==> src/rtl/pcs_pkg.sv <==
package pcs_pkg;
    localparam int ADDR_W = 12;
    localparam int DATA_W = 32;

    localparam logic [ADDR_W-1:0] OFS_PCLO   = 12'h0A0;
    localparam logic [ADDR_W-1:0] OFS_CTX    = 12'h0A4;
    localparam logic [ADDR_W-1:0] OFS_VCTX   = 12'h0A8;
    localparam logic [ADDR_W-1:0] OFS_PCHI   = 12'h0AC;
    localparam logic [ADDR_W-1:0] OFS_OSLOCK = 12'h300;
    localparam logic [ADDR_W-1:0] OFS_STATUS = 12'h314;
    localparam logic [ADDR_W-1:0] OFS_DEVID1 = 12'hFC4;
    localparam logic [ADDR_W-1:0] OFS_DEVID  = 12'hFC8;

    localparam int STAT_PWR_BIT = 0;
    localparam int STAT_DLK_BIT = 6;

    typedef enum logic [1:0] {AP_IDLE, AP_SETUP, AP_ACCESS} apb_state_e;
    typedef enum logic {LK_LOCKED, LK_OPEN} lock_state_e;

    function automatic logic in_core_domain(input logic [ADDR_W-1:0] a);
        return (a == OFS_PCLO) || (a == OFS_CTX) || (a == OFS_VCTX) || (a == OFS_PCHI);
    endfunction
endpackage

==> src/rtl/pcs_apb_phase.sv <==
module pcs_apb_phase (
    input  logic clk,
    input  logic rst_n,
    input  logic psel,
    input  logic penable,
    output logic fire
);
    import pcs_pkg::*;

    apb_state_e state_q, state_d;

    always_ff @(posedge clk or negedge rst_n) begin
        if (!rst_n) state_q <= AP_IDLE;
        else        state_q <= state_d;
    end

    always_comb begin
        state_d = state_q;
        fire    = 1'b0;
        unique case (state_q)
            AP_IDLE:   if (psel) state_d = AP_SETUP;
            AP_SETUP: begin
                if (!psel) begin
                    state_d = AP_IDLE;
                end else if (penable) begin
                    fire    = 1'b1;
                    state_d = AP_ACCESS;
                end
            end
            AP_ACCESS: state_d = (psel && !penable) ? AP_SETUP : AP_IDLE;
        endcase
    end
endmodule

==> src/rtl/pcs_oslock.sv <==
module pcs_oslock (
    input  logic clk,
    input  logic rst_n,
    input  logic pwr_up,
    input  logic wr_en,
    input  logic wr_lock,
    output logic is_open
);
    import pcs_pkg::*;

    lock_state_e state_q, state_d;

    always_ff @(posedge clk or negedge rst_n) begin
        if (!rst_n) state_q <= LK_LOCKED;
        else        state_q <= state_d;
    end

    always_comb begin
        state_d = state_q;
        unique case (state_q)
            LK_LOCKED: if (pwr_up && wr_en && !wr_lock) state_d = LK_OPEN;
            LK_OPEN:   if (!pwr_up || (wr_en && wr_lock)) state_d = LK_LOCKED;
        endcase
    end

    assign is_open = (state_q == LK_OPEN);
endmodule

==> src/rtl/pcs_shadow.sv <==
module pcs_shadow #(
    parameter int PC_W      = 64,
    parameter int CTX_W     = 32,
    parameter int VMID_W    = 8,
    parameter bit HAS_VCTX  = 1'b1
) (
    input  logic                       clk,
    input  logic                       rst_n,
    input  logic                       capture,
    input  logic [PC_W-1:0]            core_pc,
    input  logic [CTX_W-1:0]           core_ctxid,
    input  logic [VMID_W-1:0]          core_vmid,
    input  logic                       core_ns,
    input  logic                       core_el2,
    input  logic                       core_el3,
    input  logic                       core_aa64,
    output logic [pcs_pkg::DATA_W-1:0] sh_ctx,
    output logic [pcs_pkg::DATA_W-1:0] sh_vctx,
    output logic [pcs_pkg::DATA_W-1:0] sh_pchi
);
    import pcs_pkg::*;
    localparam int VPAD_W = DATA_W - 4 - VMID_W;
    localparam int HI_W   = PC_W - DATA_W;

    always_ff @(posedge clk or negedge rst_n) begin
        if (!rst_n) begin
            sh_ctx  <= '0;
            sh_pchi <= '0;
        end else if (capture) begin
            sh_ctx  <= DATA_W'(core_ctxid);
            sh_pchi <= DATA_W'(core_pc[PC_W-1 -: HI_W]);
        end
    end

    generate
        if (HAS_VCTX) begin : g_vctx
            always_ff @(posedge clk or negedge rst_n) begin
                if (!rst_n)       sh_vctx <= '0;
                else if (capture) sh_vctx <= {core_ns, core_el2, core_el3, core_aa64,
                                               {VPAD_W{1'b0}}, core_vmid};
            end
        end else begin : g_no_vctx
            assign sh_vctx = '0;
        end
    endgenerate
endmodule

==> src/rtl/pcs_profiler.sv <==
module pcs_profiler #(
    parameter int PC_W        = 64,
    parameter int CTX_W       = 32,
    parameter int VMID_W      = 8,
    parameter int IMPL_MODE   = 3,
    parameter int PC_OFS_MODE = 1
) (
    input  logic                       pclk,
    input  logic                       presetn,
    input  logic                       psel,
    input  logic                       penable,
    input  logic                       pwrite,
    input  logic [pcs_pkg::ADDR_W-1:0] paddr,
    input  logic [pcs_pkg::DATA_W-1:0] pwdata,
    output logic [pcs_pkg::DATA_W-1:0] prdata,
    output logic                       pready,
    output logic                       pslverr,
    input  logic [PC_W-1:0]            core_pc,
    input  logic [CTX_W-1:0]           core_ctxid,
    input  logic [VMID_W-1:0]          core_vmid,
    input  logic                       core_ns,
    input  logic                       core_el2,
    input  logic                       core_el3,
    input  logic                       core_aa64,
    input  logic                       core_pwr_up,
    input  logic                       core_dbl_lock,
    input  logic                       core_halted,
    input  logic                       core_prof_off
);
    import pcs_pkg::*;

    localparam bit         HAS_PC    = (IMPL_MODE != 0);
    localparam bit         HAS_VCTX  = (IMPL_MODE == 3);
    localparam logic [3:0] IMPL_CODE = 4'(IMPL_MODE);
    localparam logic [3:0] OFS_CODE  = 4'(PC_OFS_MODE);

    logic              fire, os_open, permit, blocked, capture, lk_wr;
    logic [DATA_W-1:0] sh_ctx, sh_vctx, sh_pchi;

    pcs_apb_phase u_phase (
        .clk(pclk), .rst_n(presetn), .psel(psel), .penable(penable), .fire(fire)
    );

    pcs_oslock u_lock (
        .clk(pclk), .rst_n(presetn), .pwr_up(core_pwr_up),
        .wr_en(lk_wr), .wr_lock(|pwdata), .is_open(os_open)
    );

    pcs_shadow #(.PC_W(PC_W), .CTX_W(CTX_W), .VMID_W(VMID_W), .HAS_VCTX(HAS_VCTX)) u_shadow (
        .clk(pclk), .rst_n(presetn), .capture(capture),
        .core_pc(core_pc), .core_ctxid(core_ctxid), .core_vmid(core_vmid),
        .core_ns(core_ns), .core_el2(core_el2), .core_el3(core_el3), .core_aa64(core_aa64),
        .sh_ctx(sh_ctx), .sh_vctx(sh_vctx), .sh_pchi(sh_pchi)
    );

    assign permit  = core_pwr_up && !core_dbl_lock && os_open;
    assign blocked = core_halted || core_prof_off;
    assign pready  = 1'b1;

    always_comb begin
        prdata  = '0;
        pslverr = 1'b0;
        capture = 1'b0;
        lk_wr   = 1'b0;
        if (fire) begin
            if (pwrite) begin
                lk_wr = (paddr == OFS_OSLOCK) && core_pwr_up && !core_dbl_lock;
            end else if (in_core_domain(paddr)) begin
                if (!permit) begin
                    pslverr = 1'b1;
                end else if (HAS_PC) begin
                    unique case (paddr)
                        OFS_PCLO: begin
                            prdata  = blocked ? '1 : core_pc[DATA_W-1:0];
                            capture = !blocked;
                        end
                        OFS_CTX:  prdata = sh_ctx;
                        OFS_VCTX: prdata = sh_vctx;
                        default:  prdata = sh_pchi;
                    endcase
                end
            end else begin
                case (paddr)
                    OFS_STATUS: begin
                        prdata[STAT_PWR_BIT] = core_pwr_up;
                        prdata[STAT_DLK_BIT] = core_dbl_lock;
                    end
                    OFS_DEVID:  prdata[3:0] = IMPL_CODE;
                    OFS_DEVID1: prdata[3:0] = OFS_CODE;
                    default:    prdata = '0;
                endcase
            end
        end
    end
endmodule

==> config.mk <==
export PLATFORM = sky130hd
export DESIGN_NAME = pcs_profiler
export DESIGN_NICKNAME = d
export VERILOG_FILES = /design/src/rtl/pcs_pkg.sv /design/src/rtl/pcs_apb_phase.sv /design/src/rtl/pcs_oslock.sv /design/src/rtl/pcs_shadow.sv /design/src/rtl/pcs_profiler.sv
export SDC_FILE = /design/constraint.sdc
export NUM_CORES = 1
export LEC_CHECK = 0
export BUFFER_PORTS_ARGS = -buffer_cell sky130_fd_sc_hd__buf_2
export CAP_MARGIN = 0
export CORE_UTILIZATION = 45
export DETAILED_ROUTE_END_ITERATION = 6
export PLACE_DENSITY = 0.76
export SYNTH_ARGS = -nofsm -noshare
export SYNTH_HDL_FRONTEND = slang
export SYNTH_SLANG_ARGS = --single-unit
==> constraint.sdc <==
create_clock -name pclk -period 2.7 [get_ports pclk]
set_input_delay 0.27 -clock pclk [delete_from_list [all_inputs] [get_ports pclk]]
set_output_delay 0.27 -clock pclk [all_outputs]
set_load 0.1 [all_outputs]
==> reports/metrics.yaml, run 1 <==
outcome:
  status: "finished with violations"
  violations: "setup timing"
worst_setup_path:
  worstSetupPathType: "reg -> out"
  worstPathRequired_ns: 2.43
  cp_max_fo: 7
  critPathCaptureType: "output pin"
  cp.arrival_ns: 2.47
  start_kind: "flip-flop"
synthesis:
  synth_area_sq_mm: 0.00473
  avgSynthCellArea_sq_um: 10.4
  synth_seq_cells: 79
  yosysTopAreaCell: "dfrtp_1"
  synthTopCellsByArea: "dfrtp_1, mux2_4, mux2_2"
  yosysTopAreaCellShare_pct: 41.8
  synthDistinctLibCells: 47
  async_reset_ff_share_pct: 100
  synth_nets: 620
  synth_edf_count: 0
  synth_ff_type: "dfrtp_1"
  ys_seq_area_share_pct: 41.8
  synthCells: 456
  yosys_warnings: 0
sta:
  finalSetupViolCount: 8
  finalSetupTns_ns: -0.0774
  max-slew-margin-rel_pct: 30.2
  max_clock_freq_ghz: 0.366
  timing.final.crit_share_pct: 101
  rsz0062_at_grt: "yes"
  fin_skew_ns: 0.00502
  drv_slew: 0
  fin_ws_ns: -0.0357
  period_minus_slack_ns: 2.74
  tightest_slew_ns: 1.05
  finalHoldViolCount: 0
pwr:
  switching_power_w: 0.000683
  switching_share_pct: 25.1
  intPower_w: 0.00204
  comb_power_share_pct: 15.8
  clkPwrFrac_pct: 39.9
  p_seq_share_pct: 44.3
  finalPower_w: 0.00273
  p_per_area_mw_per_mm2: 387
  ir_drop_mv: 0.336
  leakagePower_nw: 3.05
place:
  routabilityCongestion: 0.873
  portBuffers: 193
  hpwl_mm: 10.6
  dp.cells: 772
cts:
  hold_buffers: 0
  clkSlewWorstSetupHoldPaths_ns: 0.08
  clock_latency_ns: 0.36
  cts_buffers: 9
  cts_root_buffer: "clkbuf_8"
  cts.sinks: 79
  clockBufferDepth: 2
  htreeDepth: 3
  cts_tree: "built"
global_route:
  grt.total_usage_pct: 26.9
  grt_pass1_vias: 4527
  grt_overflow_total: 0
  grt_start_max_net_pins: 80
  grt_pass1_wl_mm: 23.1
  antenna_found_initial: 2
detailed_routing:
  drt_iter0_markers: 183
  first_pass_iters: 4
  routed_wl_mm: 14.3
  vias: 4387
  vias_per_cell: 5.51
  wl_per_cell_um: 17.9
  antenna_left: 0
  drc: 0
finish:
  diodes: 0
  fin_nets: 819
  final_cells: 796
  multi_input_area_sq_mm: 0.00277
  layout-drive-gt1-share_pct: 55.0
  regArea_sq_mm: 0.00198
  n_fill_cell: 781
  area_delta_synth_final_pct: 49.0
floorplan:
  die_h_um: 105
  coreArea_sq_mm: 0.0103
  ios: 195
  initial_core_util_pct: 46.0
  row_count: 37
  dieArea_sq_mm: 0.0109
  dieWidth_um: 105
run:
  max_cap_violations: 0
worst_hold_path:
  worstHoldPathType: "in -> async"
==> area by class of cell <==
type	instances	share of cell area [%]
clock buffer	10	1.95
timing repair buffer	227	25.1
inverter	31	1.65
multi-input combinational	307	39.3
tap	136	2.42
clock inverter	6	1.53
sequential	79	28.1
==> worst max-delay path: stages (launching register included) <==
cell,delay (ns)
dfrtp_1,0.41
inv_2,0.09
ha_4,0.13
and4b_1,0.23
nand2_2,0.07
or4_4,0.50
buf_12,0.19
o32ai_4,0.27
buf_12,0.22
==> cells in the final DEF (no fill, tap or decap), types with 3 or more instances in the layout <==
master / instances
nor2b_1: 4
a21oi_1: 21
nor3_1: 24
nand4_1: 5
a21oi_2: 10
nand2_1: 46
bufinv_16: 3
a21oi_4: 10
nor2_1: 7
clkbuf_8: 10
buf_2: 160
or4_1: 3
dfrtp_1: 79
or3_1: 3
mux2_2: 36
mux2_4: 40
nor4_1: 18
a221oi_4: 8
o2bb2ai_1: 20
buf_4: 30
inv_1: 30
nor3_2: 3
buf_12: 35
nand3_1: 4
o22ai_1: 10
==> Yosys cell counts (2+ instances only) <==
library cell	count
o32ai_1	2
o21a_1	2
mux2_4	40
nand4_1	5
nor2_1	7
or3_1	3
or4_1	4
o22ai_1	10
nand2_1	47
buf_2	4
nor3_1	27
a21oi_1	41
inv_1	31
dfrtp_1	79
mux2_2	36
buf_12	4
buf_4	4
or4b_1	2
a221oi_1	8
o21ai_0	2
o2bb2ai_1	20
nand3_1	4
buf_1	2
nor4_1	19
ha_1	3
nor4b_1	3
clkbuf_1	24
nor2b_1	4
==> cells by family (layout without fill, tap and decap cells) <==
logic type / after synthesis / in the layout / synth area share [%]
AOI/OAI and AO/OA: 92 / 92 / 13.0
xor gates and xnor gates: 1 / 1 / 0.185
adders and majority gates: 3 / 3 / 0.794
buffers and inverters: 70 / 274 / 7.59
DFF: 79 / 79 / 41.8
muxes: 76 / 76 / 21.3
other: 1 / 1 / 0.0793
and+or+nand+nor: 134 / 134 / 15.2
==> through the flow <==
step	hold WS, ns	instance area, sq um	util [%]	worst slack (ns)
6_report	0.0667	7050	68.6	-0.0357
5_1_grt	0.122	7050	68.6	-0.123
4_1_cts	0.120	7010	68.2	-0.0140
3_5_place_dp	0.492	6700	65.2	-0.0129
3_3_place_gp	0.488	6700	65.2	0.0215
2_1_floorplan	-0.0256	5080	-	-0.194
==> path summary, 6_finish.rpt <==
check                                                 from                          endpoint  slack (ns)  cells past startpoint
setup / recovery            u_phase.state_q[1]$_DFFE_PN0P_                         prdata[1]       -0.04                      8
hold / removal                                     presetn  u_shadow.sh_vctx[30]$_DFFE_PN0P_        0.07                      1
setup reg to reg            u_phase.state_q[1]$_DFFE_PN0P_   u_shadow.sh_pchi[2]$_DFFE_PN0P_        0.31                      9
hold reg to reg            u_shadow.sh_pchi[6]$_DFFE_PN0P_   u_shadow.sh_pchi[6]$_DFFE_PN0P_        0.51                      1
max in group asynchronous                          presetn    u_phase.state_q[0]$_DFFE_PN0P_        1.93                      1
min in group pclk                           core_ctxid[26]   u_shadow.sh_ctx[26]$_DFFE_PN0P_        0.14                      2
==> timing repair <==
action,in CTS,in global routing
pin swaps,1,0
setup endpoints to repair,30,30
hold endpoints to repair,0,0
gates resized for setup,7,0
cloned,1,0
buffers inserted,2,5
==> power by group through the flow <==
stage	clock (W)	sequential [W]	combinational [W]
after floorplan	0	0.00122	0.000162
after global placement	0	0.00123	0.000353
after detailed placement	0	0.00123	0.000375
after CTS	0.00111	0.00121	0.000394
after global routing	0.00116	0.00121	0.000469
final	0.00109	0.00121	0.000432
==> metal layers <==
| layer | GRT usage (%) | wire, um |
|---|---|---|
| met1 | 34.2 | 6140 |
| met2 | 44.1 | 6990 |
| met3 | 6.64 | 901 |
| met4 | 9.59 | 248 |
| met5 | 0 | 0 |
==> state kept, by name (all words and copies together) (netlist names) <==
| name | flops |
|---|---|
| u_lock.is_open | 1 |
| u_phase.state_q | 2 |
| u_shadow.sh_ctx | 32 |
| u_shadow.sh_pchi | 32 |
| u_shadow.sh_vctx | 12 |
No activity file was read; power rests on OpenSTA's default activity.
==> inputs of run 2 (changes only) <==
ABC_AREA = 1   (was not set)
CORE_UTILIZATION = 30   (was 45)
PLACE_DENSITY = not set   (was 0.76)
==> run 2 against run 1 <==
Effect of this change:
- the run now ends clean
- global-route usage decreased by 8.9 points
- worst setup slack improved by 0.16 ns
- non-clock buffer count is 12 lower
- combinational power decreased by 26%
- clock power increased by 10%
- synthesized cell count up 78%
- final area grew 7.4%
- largest cell class unchanged
==> reports/metrics.yaml, run 2 <==
outcome:
  status: "finished, final reports clean"  # was finished with violations
finish:
  diodes: 0  # unchanged
  layout_common_cells: "nand2_1, inv_1, buf_2"  # was buf_2, dfrtp_1, nand2_1
  final_core_util_pct: 43.6  # was 68.6%
  final_common_cell: "nand2_1"  # was buf_2
  fin_nets: 1158  # was 819
  layout-drive-gt1-share_pct: 28.4  # was 55.0%
  multi_input_area_sq_mm: 0.00258  # was 0.00277 sq mm
  n_fill_cell: 1812  # was 781
  reg_top3: "u_shadow.sh_ctx (32), u_shadow.sh_pchi (32), u_shadow.sh_vctx (12)"  # unchanged
  final_cells: 1223  # was 796
  area_delta_synth_final_pct: 41.0  # was 49.0%
  regArea_sq_mm: 0.00198  # unchanged
cts:
  htreeDepth: 3  # unchanged
  clockBufferDepth: 2  # unchanged
  clkSlewWorstSetupHoldPaths_ns: 0.06  # was 0.08 ns
  cts_buffers: 9  # unchanged
  cts_root_buffer: "clkbuf_16"  # was clkbuf_8
  cts_tree: "built"  # unchanged
  cts.sinks: 79  # unchanged
  clock_latency_ns: 0.33  # was 0.36 ns
global_route:
  grt_pass1_wl_mm: 26.0  # was 23.1 mm
  grt_start_max_net_pins: 57  # was 80
  grt_overflow_total: 0  # unchanged
  grt_pass1_vias: 5251  # was 4527
  antenna_found_initial: 0  # was 2
  grt.total_usage_pct: 18.0  # was 26.9%
synthesis:
  avgSynthCellArea_sq_um: 6.61  # was 10.4 sq um
  ys_seq_area_share_pct: 36.9  # was 41.8%
  yosysTopAreaCell: "dfrtp_1"  # unchanged
  yosys_warnings: 0  # unchanged
  async_reset_ff_share_pct: 100  # unchanged
  synthCells: 811  # was 456
  synthDistinctLibCells: 30  # was 47
  synth_area_sq_mm: 0.00536  # was 0.00473 sq mm
  synth_edf_count: 0  # unchanged
  synth-xor-area-share_pct: 0  # was 0.185%
  synth_seq_cells: 79  # unchanged
  yosysTopAreaCellShare_pct: 36.9  # was 41.8%
  yosysMostFrequentCell: "nand2_1"  # was dfrtp_1
  synth-simple-area-share_pct: 32.2  # was 15.2%
  synth_top_family_by_area: "simple AND/OR/NAND/NOR gates"  # was multiplexers
  synth_compound_gate_area_share_pct: 12.1  # was 13.0%
  muxShareOfSynthArea_pct: 0  # was 21.3%
  synth_ff_type: "dfrtp_1"  # unchanged
  ys_top_cells_by_count: "nand2_1, inv_1, dfrtp_1"  # was dfrtp_1, nand2_1, a21oi_1
  synthTopCellsByArea: "dfrtp_1, nand2_1, inv_1"  # was dfrtp_1, mux2_4, mux2_2
  synthAdderAreaFrac_pct: 0.700  # was 0.794%
  synth_nets: 975  # was 620
sta:
  tightest_slew_ns: 0.549  # was 1.05 ns
  period_minus_slack_ns: 2.58  # was 2.74 ns
  max-slew-margin-rel_pct: 63.4  # was 30.2%
  finalHoldViolCount: 0  # unchanged
  finalSetupViolCount: 0  # was 8
  fin_skew_ns: 0.00747  # was 0.00502 ns
  drv_slew: 0  # unchanged
  fin_ws_ns: 0.124  # was -0.0357 ns
  max_clock_freq_ghz: 0.388  # was 0.366 GHz
  timing.final.crit_share_pct: 95.4  # was 101%
place:
  hpwl_mm: 11.6  # was 10.6 mm
  routabilityCongestion: 0.828  # was 0.873
  portBuffers: 193  # unchanged
  place_ws_ns: 0.312  # was -0.0129 ns
  dp.cells: 1203  # was 772
worst_setup_path:
  start_kind: "flip-flop"  # unchanged
  crit_chain: "inv_2, ha_4, nand3_4, nor2_4, nand2_2, nor2_4, clkbuf_16, o21ai_1, nor2_2, buf_12"  # was inv_2, ha_4, and4b_1, nand2_2, or4_4, buf_12, o32ai_4, buf_12
  worstPathRequired_ns: 2.43  # about the same
  cp_common_cell: "nor2_4"  # was buf_12
  critPathLaunch: "u_phase.state_q[1]$_DFFE_PN0P_"  # unchanged
  r2r-start: "u_phase.state_q[1]$_DFFE_PN0P_"  # unchanged
  cp_max_fo: 7  # unchanged
  slowest_delay_ns: 0.39  # was 0.50 ns
  cp.arrival_ns: 2.31  # was 2.47 ns
  critPathCaptureType: "output pin"  # unchanged
  worstSetupPathType: "reg -> out"  # unchanged
  crit_slowest_cell: "dfrtp_1"  # was or4_4
floorplan:
  coreArea_sq_mm: 0.0174  # was 0.0103 sq mm
  row_count: 48  # was 37
  dieArea_sq_mm: 0.0184  # was 0.0109 sq mm
  dieWidth_um: 136  # was 105 um
  die_h_um: 136  # was 105 um
  initial_core_util_pct: 30.9  # was 46.0%
  ios: 195  # unchanged
run:
  max_cap_violations: 0  # unchanged
pwr:
  ir_drop_mv: 0.235  # was 0.336 mV
  leakagePower_nw: 4.09  # was 3.05 nW
  p_per_area_mw_per_mm2: 361  # was 387 mW/mm^2
detailed_routing:
  drt_iter0_markers: 281  # was 183
  routed_wl_mm: 16.7  # was 14.3 mm
  vias_per_cell: 4.48  # was 5.51
  first_pass_iters: 4  # unchanged
  drc: 0  # unchanged
  vias: 5478  # was 4387
  wl_per_cell_um: 13.7  # was 17.9 um
  antenna_left: 0  # unchanged
worst_hold_path:
  worstHoldPathType: "in -> reg"  # was in -> async
  min_from: "core_pwr_up"
run 2: changes by cell type in the layout (fill, tap and decap cells not counted), moves of 21 or more:
cell,delta
mux2_2,-36
mux2_4,-40
nand3b_1,+77
inv_1,+159
nor2_1,+43
nor3_1,-21
nand2_1,+149
o21ai_0,+74
run 2: kinds of logic (layout without fill, tap and decap cells):
kind of cell               Yosys count  in the layout
and+or+nand+nor                    364            364
buffers and inverters              239            426
AOI/OAI and AO/OA                  125            125
DFF                                 79             79
adders and majority gates            3              3
other                                1              1
run 2: path summary, 6_finish.rpt:
| check | cells after the start | slack [ns] | end |
|---|---|---|---|
| setup / recovery | 10 | 0.12 | prdata[2] |
| hold / removal | 3 | 0.18 | u_lock.is_open$_DFF_PN0_ |
| setup reg to reg | 8 | 0.83 | u_shadow.sh_ctx[28]$_DFFE_PN0P_ |
| hold reg to reg | 4 | 0.53 | u_shadow.sh_ctx[17]$_DFFE_PN0P_ |
| max in group asynchronous | 3 | 1.57 | u_shadow.sh_ctx[10]$_DFFE_PN0P_ |
| min in group asynchronous | 2 | 0.48 | u_shadow.sh_ctx[4]$_DFFE_PN0P_ |
run 2: power breakdown:
group / internal [W] / leakage (nW) / total [W] / switching [W]
combinational: 0.000165 / 3.24 / 0.000321 / 0.000155
sequential: 0.00120 / 0.704 / 0.00121 / 0.0000119
clock: 0.000710 / 0.145 / 0.00120 / 0.000491
total: 0.00207 / 4.09 / 0.00273 / 0.000659
run 2: what timing repair did:
action	CTS	global route
hold buffers	1	0
resized for setup	1	8
endpoints found under the hold margin	37	0
endpoints found under the setup margin	12	29
buffers inserted	0	1
gates cloned	0	3
pin swaps	0	2
run 2: cell type report:
cell class                      count  area share, %
Sequential cell                    79           26.1
Inverter                          196           9.73
Timing Repair Buffer              215           22.5
Multi-Input combinational cell    493           34.1
Tap cell                          225           3.72
Clock buffer                        9           2.98
Clock inverter                      6          0.827
run 2: stage by stage:
step	total power [W]	TNS, ns	cell area [sq um]	hold WS, ns
after floorplan	0.00134	-0.236	5470	-0.0256
after global placement	0.00152	0	7160	0.290
after detailed placement	0.00152	0	7160	0.288
after CTS	0.00275	0	7460	0.157
after global routing	0.00285	-0.0220	7560	0.175
final	0.00273	0	7560	0.176
run 2: worst max-delay path: cells and delay by family, from the launching register on:
kind,cells,cell delay [ns]
flops,1,0.39
fa+ha+maj,1,0.16
simple gates,5,0.81
compound gates,1,0.08
buf+inv,3,0.52
run 2: metal layers:
metal	routed length, um	up-vias	global-route usage (%)	share of wire (%)
li1	-	2809	-	-
met2	7870	133	29.9	47
met5	0	-	0	0
met1	7820	2524	23.9	47
met3	850	12	2.99	5.1
met4	165	0	4.99	0.99
